**src/rtl/qenc_pkg.sv**
```systemverilog
package qenc_pkg;
   typedef enum logic [1:0] {
      QM_HOLD    = 2'b00,
      QM_EDGE_B  = 2'b01,
      QM_EDGE_A  = 2'b10,
      QM_EDGE_AB = 2'b11
   } qmode_t;
endpackage

```
**src/rtl/qenc_sync.sv**
```systemverilog
module qenc_sync #(
   parameter int STAGES = 2,
   parameter int LANES  = 2
) (
   input  logic             clk,
   input  logic             rst_n,
   input  logic [LANES-1:0] d_async,
   output logic [LANES-1:0] q_sync
);
   generate
      if (STAGES < 2) begin : g_bad_stages
         $error("qenc_sync: STAGES must be at least 2");
      end
   endgenerate

   for (genvar ln = 0; ln < LANES; ln++) begin : g_lane
      logic [STAGES-1:0] chain;
      always_ff @(posedge clk or negedge rst_n) begin
         if (!rst_n) chain <= '0;
         else        chain <= {chain[STAGES-2:0], d_async[ln]};
      end
      assign q_sync[ln] = chain[STAGES-1];
   end
endmodule

```
**src/rtl/qenc_step_decode.sv**
```systemverilog
module qenc_step_decode
   import qenc_pkg::*;
(
   input  logic   clk,
   input  logic   rst_n,
   input  logic   a_lvl,
   input  logic   b_lvl,
   input  qmode_t mode,
   output logic   step_en,
   output logic   step_dn
);
   logic a_q, b_q;
   logic a_edge, b_edge;
   logic use_a, use_b;

   always_ff @(posedge clk or negedge rst_n) begin
      if (!rst_n) begin
         a_q <= 1'b0;
         b_q <= 1'b0;
      end else begin
         a_q <= a_lvl;
         b_q <= b_lvl;
      end
   end

   assign a_edge = a_lvl ^ a_q;
   assign b_edge = b_lvl ^ b_q;

   always_comb begin
      use_a = 1'b0;
      use_b = 1'b0;
      unique case (mode)
         QM_EDGE_B:  use_b = 1'b1;
         QM_EDGE_A:  use_a = 1'b1;
         QM_EDGE_AB: begin use_a = 1'b1; use_b = 1'b1; end
         default:    ;
      endcase
   end

   always_comb begin
      step_en = 1'b0;
      step_dn = 1'b0;
      if (a_edge && b_edge) begin
         step_en = 1'b0;
      end else if (a_edge && use_a) begin
         step_en = 1'b1;
         step_dn = (a_lvl == b_lvl);
      end else if (b_edge && use_b) begin
         step_en = 1'b1;
         step_dn = (b_lvl != a_lvl);
      end
   end

   // a double transition never produces a step
   assert_no_double_step_R9: assert property (@(posedge clk) disable iff (!rst_n)
      (a_lvl != a_q && b_lvl != b_q) |-> !step_en);

   // hold mode never produces a step
   assert_hold_silent_R5: assert property (@(posedge clk) disable iff (!rst_n)
      (mode == QM_HOLD) |-> !step_en);

   // in B-only mode a step needs a B transition
   assert_b_only_R2: assert property (@(posedge clk) disable iff (!rst_n)
      (mode == QM_EDGE_B && step_en) |-> (b_lvl != b_q));

   // in A-only mode a step needs an A transition
   assert_a_only_R3: assert property (@(posedge clk) disable iff (!rst_n)
      (mode == QM_EDGE_A && step_en) |-> (a_lvl != a_q));
endmodule

```
**src/rtl/qenc_wrap_counter.sv**
```systemverilog
module qenc_wrap_counter #(
   parameter int W = 16
) (
   input  logic         clk,
   input  logic         rst_n,
   input  logic         step_en,
   input  logic         step_dn,
   input  logic [W-1:0] limit,
   output logic [W-1:0] count,
   output logic         dir_down
);
   localparam logic [W-1:0] ONE = W'(1);

   logic [W-1:0] nxt;

   always_comb begin
      nxt = count;
      if (step_en) begin
         if (step_dn) nxt = (count == '0) ? limit : count - ONE;
         else         nxt = (count >= limit) ? '0 : count + ONE;
      end
   end

   always_ff @(posedge clk or negedge rst_n) begin
      if (!rst_n) begin
         count    <= '0;
         dir_down <= 1'b0;
      end else begin
         count <= nxt;
         if (step_en) dir_down <= step_dn;
      end
   end

   // an up step at or above the limit lands on zero
   assert_wrap_up_R6: assert property (@(posedge clk) disable iff (!rst_n)
      (step_en && !step_dn && count >= limit) |=> (count == '0));

   // a down step from zero lands on the limit
   assert_wrap_down_R7: assert property (@(posedge clk) disable iff (!rst_n)
      (step_en && step_dn && count == '0) |=> (count == $past(limit)));

   // the flag follows the sense of each counted step
   assert_dir_tracks_R8: assert property (@(posedge clk) disable iff (!rst_n)
      step_en |=> (dir_down == $past(step_dn)));

   // no step, no change
   assert_idle_hold_R8: assert property (@(posedge clk) disable iff (!rst_n)
      !step_en |=> ($stable(count) && $stable(dir_down)));
endmodule

```
**src/rtl/qenc_counter.sv**
```systemverilog
module qenc_counter
   import qenc_pkg::*;
#(
   parameter int CNT_W       = 16,
   parameter int SYNC_STAGES = 2
) (
   input  logic             clk,
   input  logic             rst_n,
   input  logic             phase_a_i,
   input  logic             phase_b_i,
   input  logic [1:0]       mode_sel,
   input  logic [CNT_W-1:0] preset,
   output logic [CNT_W-1:0] count,
   output logic             dir_down
);
   localparam int LANES = 2;

   generate
      if (CNT_W < 2) begin : g_bad_width
         $error("qenc_counter: CNT_W must be at least 2");
      end
   endgenerate

   logic [LANES-1:0] lvl;
   logic             step_en, step_dn;

   qenc_sync #(.STAGES(SYNC_STAGES), .LANES(LANES)) u_sync (
      .clk     (clk),
      .rst_n   (rst_n),
      .d_async ({phase_b_i, phase_a_i}),
      .q_sync  (lvl)
   );

   qenc_step_decode u_dec (
      .clk     (clk),
      .rst_n   (rst_n),
      .a_lvl   (lvl[0]),
      .b_lvl   (lvl[1]),
      .mode    (qmode_t'(mode_sel)),
      .step_en (step_en),
      .step_dn (step_dn)
   );

   qenc_wrap_counter #(.W(CNT_W)) u_cnt (
      .clk      (clk),
      .rst_n    (rst_n),
      .step_en  (step_en),
      .step_dn  (step_dn),
      .limit    (preset),
      .count    (count),
      .dir_down (dir_down)
   );

   // state just after reset release is zero
   assert_reset_state_R1: assert property (@(posedge clk)
      $rose(rst_n) |-> (count == '0 && dir_down == 1'b0));
endmodule

```
**config.mk**
```make
export PLATFORM = sky130hd
export DESIGN_NAME = qenc_counter
export DESIGN_NICKNAME = d
export VERILOG_FILES = /design/src/rtl/qenc_pkg.sv /design/src/rtl/qenc_sync.sv /design/src/rtl/qenc_step_decode.sv /design/src/rtl/qenc_wrap_counter.sv /design/src/rtl/qenc_counter.sv
export SDC_FILE = /design/constraint.sdc
export NUM_CORES = 1
export LEC_CHECK = 0
export ABC_AREA = 1
export BUFFER_PORTS_ARGS = -buffer_cell sky130_fd_sc_hd__buf_2
export CORE_MARGIN = 2
export CORE_UTILIZATION = 63
export CTS_CLUSTER_DIAMETER = 150
export CTS_CLUSTER_SIZE = 40
export DETAILED_ROUTE_END_ITERATION = 8
export PLACE_DENSITY = 0.87
export REMOVE_ABC_BUFFERS = 1
export SYNTH_ARGS = -nofsm -noshare
export SYNTH_HDL_FRONTEND = slang
export SYNTH_HIERARCHICAL = 1
export SYNTH_SLANG_ARGS = --single-unit
export TNS_END_PERCENT = 10
```
**constraint.sdc**
```tcl
create_clock -name clk -period 2.7 [get_ports clk]
set_input_delay 0.675 -clock clk [delete_from_list [all_inputs] [get_ports clk]]
set_output_delay 0.675 -clock clk [all_outputs]
set_load 0.03 [all_outputs]
```
After elaboration in Yosys (flattened, before gate mapping)
Index checks and enable logic that the tools add are counted.
{ "op_classes": {"magnitude_cmp": 1, "mux": 11, "eq_ne": 5, "n_bitwise": 2, "addsub": 2, "reduce_logical": 6} }
{ "ops": {"columns": ["op", "n"], "rows": [
  ["16-bit two-way mux", 3],
  ["16-bit by 1-bit adder with 16-bit output (second input constant)", 1],
  ["16-bit >= comparator", 1],
  ["16-bit zero test", 1],
  ["16-bit by 1-bit subtractor with 16-bit output (second input constant)", 1],
  ["1-bit two-way mux", 8],
  ["2-bit equality test (second input constant)", 2],
  ["2-bit OR reduction", 2],
  ["1-bit logical AND", 3],
  ["2-bit by 1-bit equality test with 1-bit output (second input constant)", 1],
  ["1-bit bitwise XOR", 2],
  ["1-bit equality test", 1],
  ["1-bit inequality test", 1]
]} }
{ "totals": {"reg_bits": 23, "word_cells": 33, "input_bits": 22, "output_inout_bits": 17} }

Longest topological paths before layout
{ "depth": {"word_depth": 8, "ltp_mapped": 17, "mapped_depth_nobuf": 15} }

Modules after synthesis
Netlist, hierarchy kept.
{ "modules_own_cells": {"columns": ["mod", "seq_area_each_um2", "n_inst", "area_per_inst_um2", "cells_per_inst"], "rows": [
  ["qenc_wrap_counter", 425.4, 1, 2466.1, 399],
  ["qenc_step_decode", 50.0, 1, 162.7, 28],
  ["qenc_sync", 100.1, 1, 115.1, 6]
]} }

Least setup slack after synthesis
Ideal clock, no wire load.
{ "synth_path": {"path_type": "input-to-reg", "start": "input preset[15]", "end": "register u_cnt.count[14]", "setup_slack_ps": 699, "cell_stages": 10, "setup_ps": 118, "t_required_ps": 2582, "n_path_buf": 1, "arrival_ps": 1883, "path_cell_list": "inv_1 -> ha_1 -> nand2_1 -> nor4_1 -> nand2_1 -> buf_4 -> nand3_1 -> nand2_1 -> nand2_1 -> nand2_1"} }
{ "synth_between": {"elab_chain_len": 3} }
{ "synth_lines": {"columns": ["element", "line_no", "text"], "rows": [
  ["from (decl)", "qenc_counter.sv:12", "input logic [CNT_W-1:0] preset,"],
  ["16-bit >= comparator", "qenc_wrap_counter.sv:20", "else nxt = (count >= limit) ? '0 : count + ONE;"],
  ["16-bit two-way mux", "qenc_wrap_counter.sv:20", null],
  ["16-bit two-way mux", "qenc_wrap_counter.sv:19", "if (step_dn) nxt = (count == '0) ? limit : count - ONE;"],
  ["to (signal assigned)", "qenc_wrap_counter.sv:29", "count <= nxt;"],
  ["to (decl)", "qenc_wrap_counter.sv:9", "output logic [W-1:0] count,"]
]} }
Every way passes these cells.
A chain may end at the register's enable or synchronous reset.

Worst setup path after layout
{ "layout_path": {"start": "input preset[15]", "end": "register u_cnt.count[11]"} }
The elaborated chain is that of the path after synthesis.

==> impl_metrics.ini <==
[status]
outcome = finished clean

[hold_path]
worst_hold_path_type = primary input to async pin

[critical_path]
crit_start = preset[15]
r2r-start = u_cnt/count[14]
startpoint_type = primary input
crit_path_end_kind = register
critPathMaxFanout = 16
cp.required_ps = 2870
critPathKind = primary input to register
worst_ep_arrival_time_ps = 2680
worst-r2r-cell-count = 8

[synthesis]
synth_compound_area_share_pct = 6.931
synth_edf_count = 0
synth_cell_types = 31
synthArstFlopShare_pct = 100.0
syn_inst = 433
post_synth.cell_area_avg_um2 = 6.337
seq_area_frac_synth_pct = 20.98
synth_ff_type = dfrtp_1
synth-xor-area-share_pct = 2.873
synth.mux.area_fraction_pct = 0
synth_top_family_by_area = simple AND/OR/NAND/NOR gates
ys_warn_count = 6
syn-cell-area_um2 = 2744
yosys.area_share.simple_pct = 47.83
ys_ff_latch = 23
synth_fa_ha_area_share_pct = 8.664

[placement]
place_congestion = 0.9721
hpwl_mm = 5.711
dp_cells = 510
placed_area_um2 = 2903
port_buffers = 38

[job]
maxCapViolCount = 0

[global_route]
grt_pass1_wl_mm = 12.56
antenna_found_initial = 0
grt_use_total_pct = 32.08
grt_max_degree = 24
grt_pass1_vias = 2685
grt_overflow = 0

[detailed_routing]
vias_per_cell = 5.732
num_vias = 2946
met3_length_um = 650
drtAntennaViolNets = 0
wl_met1_mm = 3.370
wl_per_cell_um = 14.73
firstDrtPassIters = 5
drtIter0Drc = 288
drc = 0
routed.top_layer = met4
routed-wl-met2_mm = 3.384
wl_mm = 7.572

[clocking]
cts_setup_buffers = 0
cts.root.buffer_cell = clkbuf_8
clk_latency_ps = 280
cts_buffers = 3
hold_buffers = 0
post_cts_resized = 0
cts_tree = yes
cts_buffer_depth = 2
cts.sinks = 23
clkTransAtPathRegs_ps = 90
htree_levels = 1

[floorplan]
die_h_um = 70.00
fp-row-count = 23
core_area_um2 = 4086
die_w_um = 70.00
start_util_pct = 67.15
dieArea_um2 = 4899
num_io_pins = 39

[finish]
layoutNonFillerInstCount = 514
nets = 506
seq_area_um2 = 575.6
final_cell_area_um2 = 2952
layout-drive-gt1-share_pct = 17.89
fillers = 362
multiInputGateArea_um2 = 1819
area_delta_synth_final_pct = 7.569
antenna_cells_inserted = 0
final_core_util_pct = 72.23

[sta]
rsz0062_at_grt = no
setup_viol = 0
relSlewSlack_pct = 58.90
fin_worst_skew_ps = 1.961
worst-slew-pin-transition_ps = 612.6
max_freq_mhz = 398.3
fin_hold_ws_ps = 370.6
finalHoldViolations = 0
fin_crit_ps = 2510
period_share_pct = 92.98
slew_violations = 0

[power_and_ir_drop]
power_density_nw_per_um2 = 962.5
p_leak_nw = 1.662
ir_drop_v = 0.0006964
[layout by cell type (no fill, tap or decap), types with 11 or more instances in the layout]
cell type and count:
dfrtp_1 23, nand2_1 140, nand4_1 16, buf_2 38, a21oi_1 19, nor2_1 34, nor2_2 11, nand3_1 53
inv_1 52, ha_1 19
[worst max-delay path, cell delays in order]
cell     delay (ps)
buf_2            80
inv_1            30
ha_1            290
nand2_1         140
nor4_1          550
nand2_1         510
nand3_1         190
nand2_1          60
nand2_1          70
nand2_1          60
[sequential cells by signal (all words and copies together) (netlist names)]
register,cells
u_dec/b_q,1
u_cnt/dir_down,1
u_sync/g_lane.chain,4
u_cnt/count,16
u_dec/a_q,1
[Yosys cell counts (3+ instances only)]
| cell | count | area share, % |
|---|---|---|
| ha_1 | 19 | 8.7 |
| buf_2 | 3 | 0.55 |
| buf_4 | 7 | 1.9 |
| xor2_1 | 9 | 2.9 |
| nor2_1 | 34 | 4.7 |
| inv_1 | 52 | 7.1 |
| dfrtp_1 | 23 | 21 |
| nor2_2 | 11 | 2.5 |
| nand4_1 | 16 | 3.6 |
| nor2_4 | 10 | 4.1 |
| nand2_2 | 5 | 1.1 |
| a21oi_1 | 19 | 3.5 |
| inv_2 | 3 | 0.41 |
| o21ai_0 | 7 | 1.3 |
| nand3_1 | 53 | 9.7 |
| nand2_1 | 140 | 19 |
| buf_6 | 6 | 2.5 |
[per-layer routing]
metal	track usage [%]	up-vias
li1	-	1443
met1	44.25	1329
met2	51.53	155
met3	5.051	19
met4	10.04	0
met5	0	-
[report_power, final]
| part | internal, mW | leakage (nW) | switching [mW] |
|---|---|---|---|
| combinational | 0.638 | 1.36 | 1.30 |
| clock | 0.105 | 0.0217 | 0.126 |
| sequential | 0.440 | 0.285 | 0.231 |
[area by class of cell]
cell class	count	area share [%]
clock buffers	3	1.399
clock inverters	1	0.2543
inverters	56	7.122
multi-input cells	337	61.64
flip-flops and latches	23	19.50
well taps	50	2.120
repair buffers	44	7.969
[cells by family (layout without fill, tap and decap cells)]
group,after synthesis,after routing
xor gates and xnor gates,9,9
buffers and inverters,73,104
and+or+nand+nor,277,277
adders and majority gates,19,19
DFF,23,23
AOI/OAI and AO/OA,32,32
[worst paths after layout]
kind / to / slack, ps
worst max-delay path: u_cnt/count[11] / 190
worst min-delay path: u_cnt/count[4] / 370
worst max register to register: u_cnt/count[11] / 190
worst min register to register: u_sync/g_lane[1].chain[1] / 370
max in group asynchronous: u_cnt/count[15] / 1950
min in group clk: u_sync/g_lane[1].chain[1] / 370
[metrics by stage]
step	total power [mW]	TNS, ps	setup slack (ps)
after floorplan	2.057	0	698.2
after global placement	2.535	-1478	-166.4
after detailed placement	2.572	-346.0	-71.85
after CTS	2.814	0	207.4
after global routing	3.087	0	34.97
final	2.841	0	189.5
Note: power is estimated with default switching activity, not from simulation.
